### config.mk
export PLATFORM = sky130hd
export DESIGN_NAME = cal_trim
export DESIGN_NICKNAME = d
export VERILOG_FILES = /design/src/rtl/cal_trim_pkg.sv /design/src/rtl/cal_sched.sv /design/src/rtl/cal_chunk.sv /design/src/rtl/cal_second.sv /design/src/rtl/cal_ftgen.sv /design/src/rtl/cal_trim.sv
export SDC_FILE = /design/constraint.sdc
export NUM_CORES = 1
export LEC_CHECK = 0
export BUFFER_PORTS_ARGS = -buffer_cell sky130_fd_sc_hd__buf_2
export CAP_MARGIN = 10
export CORE_MARGIN = 1
export CORE_UTILIZATION = 36
export CTS_BUF_LIST = sky130_fd_sc_hd__clkbuf_16
export CTS_CLUSTER_DIAMETER = 80
export DETAILED_ROUTE_END_ITERATION = 10
export GPL_TIMING_DRIVEN = 0
export MAX_ROUTING_LAYER = met4
export PLACE_DENSITY = 0.54
export SLEW_MARGIN = 10
export SYNTH_ARGS = -nofsm -noshare
export SYNTH_HDL_FRONTEND = slang
export SYNTH_HIERARCHICAL = 1
export SYNTH_SLANG_ARGS = --single-unit
### constraint.sdc
create_clock -name clk -period 2.9 [get_ports clk]
set_clock_uncertainty 0.05 [all_clocks]
set_input_delay 0.29 -clock clk [delete_from_list [all_inputs] [get_ports clk]]
set_output_delay 0.29 -clock clk [all_outputs]
set_load 0.005 [all_outputs]
### src/rtl/cal_trim_pkg.sv
package cal_trim_pkg;
  typedef enum logic [1:0] {
    TRIM_NONE    = 2'd0,
    TRIM_SPLIT   = 2'd1,
    TRIM_STRETCH = 2'd2
  } trim_e;
endpackage

### src/rtl/cal_sched.sv
module cal_sched import cal_trim_pkg::*; #(
  parameter int MAG_W = 5,
  parameter int CYC_W = 6
) (
  input  logic             clk,
  input  logic             rst_n,
  input  logic             sec_end,
  input  logic             first_sec,
  input  logic [MAG_W-1:0] cal_mag,
  input  logic             cal_dir,
  output trim_e            mode,
  output logic [CYC_W-1:0] cyc_pos
);
  localparam int CW = (MAG_W + 1 > CYC_W) ? MAG_W + 1 : CYC_W;

  logic [CYC_W-1:0] pos_q, pos_d;
  logic [CW-1:0]    span, pos_ext;
  logic             hit;

  always_comb begin
    span    = CW'({cal_mag, 1'b0});
    pos_ext = CW'(pos_q);
    hit     = first_sec && (cal_mag != '0) && (pos_ext < span);
    if (!hit)        mode = TRIM_NONE;
    else if (cal_dir) mode = TRIM_SPLIT;
    else             mode = TRIM_STRETCH;
  end

  always_comb begin
    pos_d = pos_q;
    if (sec_end && first_sec) pos_d = pos_q + 1'b1;
  end

  always_ff @(posedge clk or negedge rst_n) begin
    if (!rst_n) pos_q <= '0;
    else        pos_q <= pos_d;
  end

  assign cyc_pos = pos_q;
endmodule

### src/rtl/cal_chunk.sv
module cal_chunk import cal_trim_pkg::*; #(
  parameter int CHUNK_W = 8
) (
  input  logic  clk,
  input  logic  rst_n,
  input  logic  osc_tick,
  input  trim_e mode,
  input  logic  in_first_chunk,
  output logic  chunk_pulse
);
  localparam int CNT_W = CHUNK_W + 1;
  localparam logic [CNT_W-1:0] LIM_N   = CNT_W'((1 << CHUNK_W) - 1);
  localparam logic [CNT_W-1:0] LIM_S   = CNT_W'((1 << CHUNK_W) + (1 << (CHUNK_W - 1)) - 1);
  localparam logic [CNT_W-1:0] HALF_M1 = CNT_W'((1 << (CHUNK_W - 1)) - 1);

  logic [CNT_W-1:0] cnt_q, cnt_d, lim;
  logic             at_end, mid;

  always_comb begin
    lim    = (mode == TRIM_STRETCH && in_first_chunk) ? LIM_S : LIM_N;
    at_end = (cnt_q >= lim);
    mid    = (mode == TRIM_SPLIT) && in_first_chunk && (cnt_q == HALF_M1);
    chunk_pulse = osc_tick && (at_end || mid);
    cnt_d = cnt_q;
    if (osc_tick) cnt_d = at_end ? '0 : cnt_q + 1'b1;
  end

  always_ff @(posedge clk or negedge rst_n) begin
    if (!rst_n) cnt_q <= '0;
    else        cnt_q <= cnt_d;
  end
endmodule

### src/rtl/cal_second.sv
module cal_second #(
  parameter int CHUNKS_W = 7
) (
  input  logic clk,
  input  logic rst_n,
  input  logic chunk_pulse,
  output logic in_first_chunk,
  output logic sec_end
);
  logic [CHUNKS_W-1:0] cnt_q, cnt_d;

  always_comb begin
    in_first_chunk = (cnt_q == '0);
    sec_end        = chunk_pulse && (&cnt_q);
    cnt_d          = chunk_pulse ? cnt_q + 1'b1 : cnt_q;
  end

  always_ff @(posedge clk or negedge rst_n) begin
    if (!rst_n) cnt_q <= '0;
    else        cnt_q <= cnt_d;
  end
endmodule

### src/rtl/cal_ftgen.sv
module cal_ftgen #(
  parameter int FT_W = 6
) (
  input  logic clk,
  input  logic rst_n,
  input  logic osc_tick,
  output logic ft_out
);
  logic [FT_W-1:0] cnt_q, cnt_d;

  always_comb cnt_d = osc_tick ? cnt_q + 1'b1 : cnt_q;

  always_ff @(posedge clk or negedge rst_n) begin
    if (!rst_n) cnt_q <= '0;
    else        cnt_q <= cnt_d;
  end

  assign ft_out = cnt_q[FT_W-1];
endmodule

### src/rtl/cal_trim.sv
module cal_trim import cal_trim_pkg::*; #(
  parameter int CHUNK_W  = 8,
  parameter int CHUNKS_W = 7,
  parameter int MAG_W    = 5,
  parameter int CYC_W    = 6,
  parameter int FT_W     = 6
) (
  input  logic             clk,
  input  logic             rst_n,
  input  logic             osc_tick,
  input  logic [MAG_W-1:0] cal_mag,
  input  logic             cal_dir,
  input  logic             first_sec,
  output logic             tick_1hz,
  output logic             ft_out
);
  logic [1:0]       rs_q;
  logic             rst_n_s;
  trim_e            mode;
  logic [CYC_W-1:0] cyc_pos;
  logic             chunk_pulse, in_first_chunk, sec_end;
  logic             tick_q, tick_d;

  always_ff @(posedge clk or negedge rst_n) begin
    if (!rst_n) rs_q <= '0;
    else        rs_q <= {rs_q[0], 1'b1};
  end
  assign rst_n_s = rs_q[1];

  cal_sched #(.MAG_W(MAG_W), .CYC_W(CYC_W)) u_sched (
    .clk(clk), .rst_n(rst_n_s), .sec_end(sec_end), .first_sec(first_sec),
    .cal_mag(cal_mag), .cal_dir(cal_dir), .mode(mode), .cyc_pos(cyc_pos)
  );

  cal_chunk #(.CHUNK_W(CHUNK_W)) u_chunk (
    .clk(clk), .rst_n(rst_n_s), .osc_tick(osc_tick), .mode(mode),
    .in_first_chunk(in_first_chunk), .chunk_pulse(chunk_pulse)
  );

  cal_second #(.CHUNKS_W(CHUNKS_W)) u_second (
    .clk(clk), .rst_n(rst_n_s), .chunk_pulse(chunk_pulse),
    .in_first_chunk(in_first_chunk), .sec_end(sec_end)
  );

  cal_ftgen #(.FT_W(FT_W)) u_ft (
    .clk(clk), .rst_n(rst_n_s), .osc_tick(osc_tick), .ft_out(ft_out)
  );

  always_comb tick_d = sec_end;

  always_ff @(posedge clk or negedge rst_n_s) begin
    if (!rst_n_s) tick_q <= 1'b0;
    else          tick_q <= tick_d;
  end
  assign tick_1hz = tick_q;
endmodule

==> results of run 1 <==
## layout by cell type (no fill, tap or decap), types with 3 or more instances in the layout
cell | Yosys | routed
dfrtp_1 | 31 | 29
inv_1 | 18 | 15
buf_4 | 0 | 15
nand2_1 | 14 | 12
buf_2 | 0 | 11
xnor2_1 | 10 | 9
nand4_1 | 7 | 7
ha_1 | 11 | 6
xor2_1 | 6 | 6
clkbuf_16 | 0 | 5
ha_4 | 0 | 5
nor2b_1 | 4 | 4
o221ai_1 | 4 | 4
nand3_1 | 4 | 3
nor2_1 | 5 | 3
o211ai_1 | 3 | 3
o22ai_1 | 3 | 3
o21ai_0 | 4 | 3
mux2i_1 | 3 | 3
nor2_2 | 1 | 3
## per-layer routing
| metal | vias to the layer above | routed length [µm] |
|---|---|---|
| met5 | - | 0 |
| met1 | 618 | 1585 |
| met3 | 7 | 72 |
| li1 | 643 | - |
| met4 | 0 | 85 |
| met2 | 10 | 1655 |
## state kept, by name, indices dropped and copies added (netlist names)
register         cells
rs_q                 2
u_chunk/cnt_q        9
u_sched/cyc_pos      6
u_second/cnt_q       7
u_ft/cnt_q           6
tick_1hz             1
## cell type report
type | instances | share of cell area (%)
buffer | 1 | 0.1663
clock buffer | 5 | 5.543
timing repair buffer | 29 | 8.869
clock inverter | 3 | 0.4989
tap | 52 | 2.882
inverter | 18 | 3.215
multi-input combinational | 110 | 44.35
sequential | 31 | 34.48
## worst paths after layout
| path | from | endpoint | slack, ps | depth (start not counted) |
|---|---|---|---|---|
| worst max-delay path | u_sched/cyc_pos[4] | u_sched/cyc_pos[5] | -380 | 18 |
| min in group clk | osc_tick | u_ft/cnt_q[0] | 310 | 2 |
| worst min-delay path | rs_q[1] | u_chunk/cnt_q[0] | 250 | 0 |
| max in group asynchronous | rs_q[1] | u_sched/cyc_pos[2] | 2100 | 0 |
| worst max register to register | u_sched/cyc_pos[4] | u_sched/cyc_pos[5] | -380 | 18 |
| worst min register to register | rs_q[1] | u_chunk/cnt_q[0] | 250 | 0 |
## critical path, delay by kind of cell (launching register included)
family / cells / cell delay [ps]
AO/OA/AOI/OAI: 6 / 1010
XOR/XNOR: 1 / 120
adder cells (fa/ha/maj): 2 / 330
buffers and inverters: 1 / 60
flip-flops: 1 / 410
AND/OR/NAND/NOR: 8 / 1160
## power groups by stage
| stage | combinational (µW) | sequential (µW) | clock, µW |
|---|---|---|---|
| 3_3_place_gp | 459 | 756 | 0 |
| 6_report | 640 | 756 | 476 |
| 2_1_floorplan | 390 | 724 | 0 |
| 5_1_grt | 723 | 780 | 508 |
| 4_1_cts | 572 | 757 | 488 |
| 3_5_place_dp | 476 | 765 | 0 |
## kinds of logic after synthesis
family / count (synthesis) / synth area share, %
compound gates: 27 / 13.28
flops: 31 / 45.22
fa+ha+maj: 11 / 8.023
buf+inv: 20 / 4.813
simple gates: 50 / 17.21
other cells: 1 / 0.2186
mux: 5 / 3.063
xor+xnor: 16 / 8.169
## through the flow
| stage | total power [µW] | cell area (µm²) | TNS [ps] | utilization [%] | cells |
|---|---|---|---|---|---|
| finish | 1873 | 2257 | -1997 | 50.45 | 249 |
| global route | 2010 | 2257 | -3554 | 50.45 | 249 |
| CTS | 1817 | 2151 | -2010 | 48.07 | 243 |
| detailed placement | 1242 | 1878 | -5563 | 41.97 | 224 |
| global placement | 1215 | 1878 | -5434 | 41.97 | 224 |
| floorplan | 1114 | 1758 | -2344 | - | 161 |
## timing repair
item	CTS	global route
pin swaps	17	13
hold buffers	1	0
endpoints found under the hold margin	2	0
gates resized for setup	11	18
buffers inserted	10	9
endpoints found under the setup margin	14	13
==> results by group, run 1 <==
STA
  • Tmin final: 3276 ps
  • Hold Violations, Final: 0
  • Tcrit/Tclk final: 113.0%
  • Unrepaired setup endpoints after global routing: true
  • Slew Limit Fails: 0
  • Fmax: 305.2 MHz
  • Hold slack: 245.9 ps
  • Final worst slack: -376.1 ps
  • Max transition margin: 57.01%
  • Slew @ Worst Pin: 644.9 ps
  • Final Setup Violations: 12

Pwr
  • Pwr Density: 829.8 nW/µm²
  • Sequential power share: 40.4%
  • Worst vdd ir: 0.4312 mV
  • Comb pwr share: 34.2%
  • Power Internal: around 1200 µW
  • Leak pwr: 0.001057 µW
  • Clock power frac: 25.4%
  • NetSw: 646.2 µW
  • Sw Share: 34.50%

Placement
  • Dpl hpwl: 2237 µm
  • Pre-CTS setup slack: -886.4 ps
  • Routability Congestion: 0.7811
  • # port buffers: 11

Cells and area
  • Fraction of layout cells with a size suffix above 1: 36.04%
  • Number of diodes: 0
  • # fillers: 394
  • Multi-input combinational cell area: 1001 µm²
  • FF+latch area: 778.2 µm²
  • # nets final: between 200 and 250
  • Layout area overhead: 31.58%

Global routing
  • GR peak layer: met2
  • Met1 Usage GRT: between 10% and 20%
  • Remaining global-route overflow: 0
  • M3 GR Usage: 4.131%
  • Global-route wire length before repair: 5851 µm
  • GRT Util Overall: 15.70%
  • Vias in the first global route: approximately 1300
  • Initial antenna violation count: 0
  • Largest net degree at the start of global routing: 30
  • Met2 Use GR: 25.96%

Worst setup path
  • Cell mode on critical path: and2_4
  • Slowest stage delay, CP: a little over 400 ps
  • WP data required: 3010 ps
  • CP Capture Type: flop
  • CP startpoint kind: flop
  • WP data arrival: 3390 ps
  • Crit path kind: reg2reg
  • Slowest CP cell: dfrtp_1
  • Worst Path Max Fanout: 5
  • CP Cell Sequence: ha_1 > a211oi_2 > o21ai_2 > a311oi_2 > nand2_1 > or2_4 > inv_4 > ha_4 > a41oi_4 > o21bai_4 > o21a_4 > nand3_2 > nor2_2 > and2_4 > and2_4 > nand4_4 > or2_1 > xnor2_1

Floorplanning
  • Total die area: 5045 µm²
  • Chip height: a little over 70 µm
  • Boundary pin count: 12
  • FP Rows: 24
  • Initial Util: 38.34%
  • Core Box Area: approximately 4500 µm²
  • Die X: 71.03 µm

Synthesis
  • Ys flop type: dfrtp_1
  • Yosys cell types: 43
  • Most frequent cells after synthesis: dfrtp_1, inv_1, nand2_1, ha_1, xnor2_1
  • Post-synth ARST share: 100.0%
  • Post-synth net total: about 180
  • Seq cells post-synth: 31
  • Synth warnings: 6
  • Syn_area_per_cell: 10.65 µm²
  • Post-synth EDFFs: 0
  • Area leader, netlist: dfrtp_1
  • Synth area leaders: dfrtp_1, ha_1, xnor2_1, inv_1, nand2_1
  • Syn Std Cell Area: ~1700 µm²
  • Cells after Synth: 161
  • Post-synth top area share: 45.22%
  • Seq/Total Area, Yosys: 45.22%
  • Top-count cell post-synth: dfrtp_1

Route
  • WL final: 3399 µm
  • WL/cell: ~14 µm
  • Vias per inst: slightly above 5
  • DR DRC count: 0
  • Drt pass-1 iters: 6
  • First DRT Iteration DRCs: 40
  • Antenna Nets Post-Route: 0
  • Vias: 1278

Clock tree
  • Number of clock sinks: 31
  • Clock buffer depth: 2
  • TritonCTS clock tree: done
  • Root Buffer Master: clkbuf_16
  • Clock transition at path regs: 50 ps
  • Num CTS Buffers: 5
  • Clock latency on the worst-skew pair: 270 ps
  • H-tree levels: 2

Min path
  • Hold Path Class: reg2async

Run status
  • Outcome: finished with violations
  • Failing checks: negative setup slack

Run
  • Max Cap Viol: 0
Note: power is estimated with default switching activity, not from simulation.
==> inputs of run 2 (changes only) <==
CTS_BUF_LIST = unset   (was sky130_fd_sc_hd__clkbuf_16)
HOLD_SLACK_MARGIN = 0.08   (was unset)
==> results by group, run 2 (synthesis gave the netlist of run 1 again) <==
Clock tree
  • Root Buffer Master: clkbuf_8
  • Number of clock sinks: 31
  • H-tree levels: 2
  • Clock buffer depth: 2
  • Clock transition at path regs: 70 ps
  • TritonCTS clock tree: done
  • Clock latency on the worst-skew pair: 280 ps
  • Num CTS Buffers: 5

STA
  • Fmax: 303.4 MHz
  • Slew @ Worst Pin: 633.0 ps
  • Tmin final: 3296 ps
  • Final worst slack: -395.9 ps
  • Unrepaired setup endpoints after global routing: true
  • Hold slack: 236.9 ps
  • Slew Limit Fails: 0
  • Max transition margin: roughly 58%
  • Hold Violations, Final: 0
  • Final Setup Violations: 12
  • Tcrit/Tclk final: 113.7%

Cells and area
  • Layout area overhead: 32.75%
  • Fraction of layout cells with a size suffix above 1: 39.60%
  • Top reg by flops: u_chunk/cnt_q
  • Final instance area: 2277 µm²
  • Largest register FFs: 9
  • Post-route non-filler standard cell count: 254
  • # nets final: 222
  • Commonest non-fill, non-tap cell in the layout: dfrtp_1
  • Number of diodes: 0
  • Commonest non-fill, non-tap cells in the layout: dfrtp_1, buf_4, inv_1
  • Regs by FF count: u_chunk/cnt_q x9, u_second/cnt_q x7
  • # fillers: 390

Route
  • Vias per inst: around 5.1
  • Vias: 1308
  • WL final: 3467 µm
  • WL/cell: 13.65 µm
  • First DRT Iteration DRCs: 65
  • DR DRC count: 0
  • Drt pass-1 iters: 6
  • Antenna Nets Post-Route: 0

Pwr
  • Comb pwr share: 37.5%
  • Clock power frac: 20.4%
  • Sw Share: 35.83%
  • Worst vdd ir: 0.4591 mV
  • NetSw: 645.4 µW
  • Leak pwr: between 0.001 and 0.0015 µW
  • Pwr Density: 791.0 nW/µm²
  • Sequential power share: 42.1%
  • Power Internal: 1156 µW

Floorplanning
  • FP Rows: 24
  • Die X: 71.03 µm
  • Core Box Area: 4474 µm²
  • Chip height: 71.03 µm
  • Initial Util: 38.34%
  • Boundary pin count: 12
  • Total die area: 5045 µm²

Global routing
  • Largest net degree at the start of global routing: 30
  • Met2 Use GR: 26.92%
  • M3 GR Usage: 6.125%
  • Initial antenna violation count: 0
  • Remaining global-route overflow: 0
  • Vias in the first global route: 1344
  • Met1 Usage GRT: 19.22%
  • GR peak layer: met2
  • GRT Util Overall: 16.55%
  • Global-route wire length before repair: 6161 µm

Worst setup path
  • Internal reg-to-reg setup slack: -400 ps
  • R2R depth: 18
  • Crit path kind: reg2reg
  • Worst Path Max Fanout: 4
  • Reg-to-Reg Start: u_second/cnt_q[1]
  • Worst R2R End: u_sched/cyc_pos[5]
  • CP startpoint kind: flop
  • WP data required: between 3000 and 4000 ps
  • WP data arrival: 3410 ps
  • CP Capture Type: flop

Placement
  • Cells after DPL: 224
  • Placement Cell Area: roughly 1900 µm²
  • # port buffers: 11
  • Dpl hpwl: 2237 µm
  • Routability Congestion: 0.7811

Run status
  • Failing checks: negative setup slack
  • Outcome: finished with violations

Run
  • Max Cap Viol: 0

Min path
  • Hold Path Class: reg2async
run 2: metal layers:
metal  routed length [µm]  part of all wire, %
met1                 1604                   46
met2                 1749                   50
met3                   86                  2.5
met4                   25                 0.72
met5                    0                    0
run 2: worst max-delay path by stage:
stage,from,depth (start not counted),endpoint
2_1_floorplan,u_sched/cyc_pos[3],19,u_sched/cyc_pos[5]
3_3_place_gp,u_sched/cyc_pos[3],19,u_sched/cyc_pos[5]
3_5_place_dp,cal_mag[4],21,u_sched/cyc_pos[5]
4_1_cts,u_second/cnt_q[1],19,u_sched/cyc_pos[5]
5_1_grt,u_second/cnt_q[1],18,u_sched/cyc_pos[5]
6_report,u_second/cnt_q[1],18,u_sched/cyc_pos[5]
run 2: critical path: stages (launching register included):
cell      delay [ps]
dfrtp_1          400
inv_2             80
ha_4             110
or4b_4           470
nor3_4           140
nand2_1           70
or2_4            280
inv_4             60
ha_4             130
a41oi_4          130
o21bai_4         190
o21a_4           150
nand3_2           60
nor2_2           100
and2_4           150
and2_4           170
nand4_4           70
or2_1            230
xnor2_1          120
run 2: area by class of cell:
class                           instances  area (µm²)  share of cell area [%]
Tap cell                               52       65.06                   2.857
Buffer                                  1       3.754                  0.1648
Multi-Input combinational cell        110        1012                   44.45
Clock buffer                            8       100.1                   4.396
Inverter                               18       72.57                   3.187
Sequential cell                        31       778.2                   34.18
Timing Repair Buffer                   34       245.2                   10.77
run 2: metrics by stage:
stage	TNS [ps]	setup slack [ps]	power, µW	util (%)
after floorplan	-2344	-529.8	1114	-
after global placement	-5434	-876.5	1215	41.97
after detailed placement	-5563	-886.4	1242	41.97
after CTS	-4354	-469.3	1776	49.19
after global routing	-3910	-539.4	1947	50.89
final	-2585	-395.9	1801	50.89
run 2: power groups by stage:
stage | Sequential [µW] | Clock [µW] | Combinational (µW)
after floorplan | 724 | 0 | 390
after global placement | 756 | 0 | 459
after detailed placement | 765 | 0 | 476
after CTS | 757 | 378 | 640
after global routing | 783 | 404 | 760
final | 759 | 367 | 675
run 2: what timing repair did:
action | in CTS | in global routing
hold buffers | 1 | 0
gates resized for setup | 19 | 17
cloned | 0 | 0
setup buffers | 19 | 8
endpoints found under the setup margin | 14 | 13
pin swaps | 19 | 14
endpoints found under the hold margin | 2 | 0
==> inputs of run 3 (changes only) <==
--- a/config.mk
+++ b/config.mk
@@ -8,4 +8,5 @@
 export BUFFER_PORTS_ARGS = -buffer_cell sky130_fd_sc_hd__buf_2
 export CAP_MARGIN = 10
+export CORE_ASPECT_RATIO = 1.25
 export CORE_MARGIN = 1
 export CORE_UTILIZATION = 36
==> constraint.sdc (replaced) <==
create_clock -name clk -period 2.9 [get_ports clk]
set_clock_uncertainty 0.05 [all_clocks]
set_input_delay 0.435 -clock clk [delete_from_list [all_inputs] [get_ports clk]]
set_output_delay 0.435 -clock clk [all_outputs]
set_load 0.005 [all_outputs]
==> results by group, run 3 (synthesis gave the netlist of run 1 again) <==
Clock tree
  • Num CTS Buffers: 5
  • TritonCTS clock tree: done
  • Clock transition at path regs: 60 ps
  • H-tree levels: 2
  • Number of clock sinks: 31
  • Clock buffer depth: 2
  • Root Buffer Master: clkbuf_8
  • Clock latency on the worst-skew pair: 270 ps

Worst setup path
  • Slowest CP cell: or4b_4
  • Internal reg-to-reg setup slack: -470 ps
  • CP Capture Type: flop
  • Bufs and invs on worst path: 3
  • Crit path kind: reg2reg
  • Slowest stage delay, CP: around 460 ps
  • WP data required: ~3000 ps
  • WP data arrival: around 3500 ps
  • Critical path's top delay family: simple AND/OR/NAND/NOR gates
  • CP Cell Sequence: inv_2 > ha_4 > or4b_4 > nor3_4 > nand2_1 > or2_4 > inv_2 > ha_4 > a41oi_4 > o21bai_4 > o21a_4 > nand3_4 > nor2_4 > and2_4 > and2_4 > buf_4 > mux2_2
  • CP startpoint kind: flop
  • Worst Path Max Fanout: 4

Global routing
  • Vias in the first global route: about 1400
  • Global-route wire length before repair: 6078 µm
  • GRT Util Overall: between 15 and 20%
  • Remaining global-route overflow: 0
  • Largest net degree at the start of global routing: 30
  • Initial antenna violation count: 0

Cells and area
  • Regs by FF count: u_chunk/cnt_q x9, u_second/cnt_q x7
  • Commonest non-fill, non-tap cells in the layout: dfrtp_1, buf_4, inv_1
  • Fraction of layout cells with a size suffix above 1: 38.61%
  • Number of diodes: 0
  • Final instance area: 2282 µm²
  • Multi-input combinational cell area: 1003 µm²
  • FF+latch area: 777.0 µm²
  • Commonest non-fill, non-tap cell in the layout: dfrtp_1
  • # fillers: 402
  • Largest register FFs: 9
  • # nets final: 222
  • Top reg by flops: u_chunk/cnt_q
  • Layout area overhead: 33.04%

Route
  • WL/cell: 13.36 µm
  • Drt pass-1 iters: 4
  • DR DRC count: 0
  • Vias per inst: around 5.2
  • Antenna Nets Post-Route: 0
  • Vias: 1343
  • WL final: approximately 3500 µm
  • First DRT Iteration DRCs: 57

Floorplanning
  • Core Box Area: 4493 µm²
  • Total die area: 5047 µm²
  • Boundary pin count: 12
  • FP Rows: 27
  • Chip height: 79.18 µm
  • Die X: 63.74 µm
  • Initial Util: 38.18%

STA
  • Final worst slack: -465.5 ps
  • Final TNS setup: -3797 ps
  • Fmax: 297.1 MHz
  • Max transition margin: 56.55%
  • Slew Limit Fails: 0
  • Unrepaired setup endpoints after global routing: true
  • Hold slack: roughly 250 ps
  • Hold Violations, Final: 0
  • Slew @ Worst Pin: 651.8 ps
  • Final Setup Violations: 14
  • Tcrit/Tclk final: 116.1%
  • Tmin final: approximately 3400 ps

Run status
  • Failing checks: negative setup slack
  • Outcome: finished with violations

Placement
  • Dpl hpwl: 2289 µm
  • Placement Cell Area: 1911 µm²
  • Routability Congestion: 0.8034
  • # port buffers: 11

Pwr
  • Leak pwr: between 0.001 and 0.0015 µW
  • Pwr Density: 787.7 nW/µm²
  • Worst vdd ir: 0.4139 mV

Run
  • Max Cap Viol: 0

Min path
  • Hold Path Class: reg2async
[run 3: changes by cell type in the layout (fill, tap and decap cells not counted), moves of 2 or more]
cell	previous run	this run
inv_1	14	12
inv_2	2	4
inv_4	2	0
xnor2_1	8	10
xnor2_2	2	0
[run 3: power by group]
part	switching, µW	internal [µW]	total [µW]
clock	153	216	369
sequential	187	577	764
combinational	319	345	665
total	659	1140	1800
[run 3: stage by stage]
| step | util (%) | total power (µW) | setup WS, ps | std cells |
|---|---|---|---|---|
| after global placement | 42.52 | 1210 | -997.1 | 230 |
| final | 50.79 | 1798 | -465.5 | 260 |
| after floorplan | - | 1116 | -499.3 | 161 |
| after detailed placement | 42.52 | 1251 | -1003 | 230 |
| after global routing | 50.79 | 1929 | -645.4 | 260 |
| after CTS | 49.51 | 1797 | -514.2 | 255 |
[run 3: path summary, 6_finish.rpt]
path | from | cells past startpoint | endpoint
setup / recovery | u_second/cnt_q[1] | 17 | u_sched/cyc_pos[1]
hold / removal | rs_q[1] | 0 | u_second/cnt_q[6]
min in group clk | rs_q[0] | 0 | rs_q[1]
hold reg to reg | rs_q[1] | 0 | u_second/cnt_q[6]
setup reg to reg | u_second/cnt_q[1] | 17 | u_sched/cyc_pos[1]
max in group asynchronous | rs_q[1] | 0 | u_sched/cyc_pos[1]
[run 3: timing repair]
| action | 4_1_cts | 5_1_grt |
|---|---|---|
| setup buffers | 16 | 11 |
| hold endpoints to repair | 2 | 0 |
| setup endpoints to repair | 14 | 14 |
| hold buffers | 1 | 0 |
| resized for setup | 22 | 10 |
| pin swaps | 21 | 14 |
[run 3: area by class of cell]
class	count	area share (%)
multi-input cells	110	43.97
flip-flops and latches	31	34.05
repair buffers	34	10.75
clock buffers	8	4.386
inverters	18	3.509
well taps	58	3.180
plain buffers	1	0.1645
[run 3: worst register-to-register path, stage by stage, from the launching register on]
cell and delay (ps):
dfrtp_1 400, inv_2 90, ha_4 120, or4b_4 460, nor3_4 190, nand2_1 70
or2_4 270, inv_2 70, ha_4 200, a41oi_4 240, o21bai_4 100, o21a_4 210
nand3_4 70, nor2_4 40, and2_4 130, and2_4 150, buf_4 130, mux2_2 250
[run 3: per-layer routing]
layer  vias to the layer above  GRT usage, %  share of wire, %
li1                        649             -                 -
met5                         -             -                 0
met1                       664         18.81                42
met2                        23         26.38                53
met4                         0         5.455               1.8
met3                         7         4.310               2.5
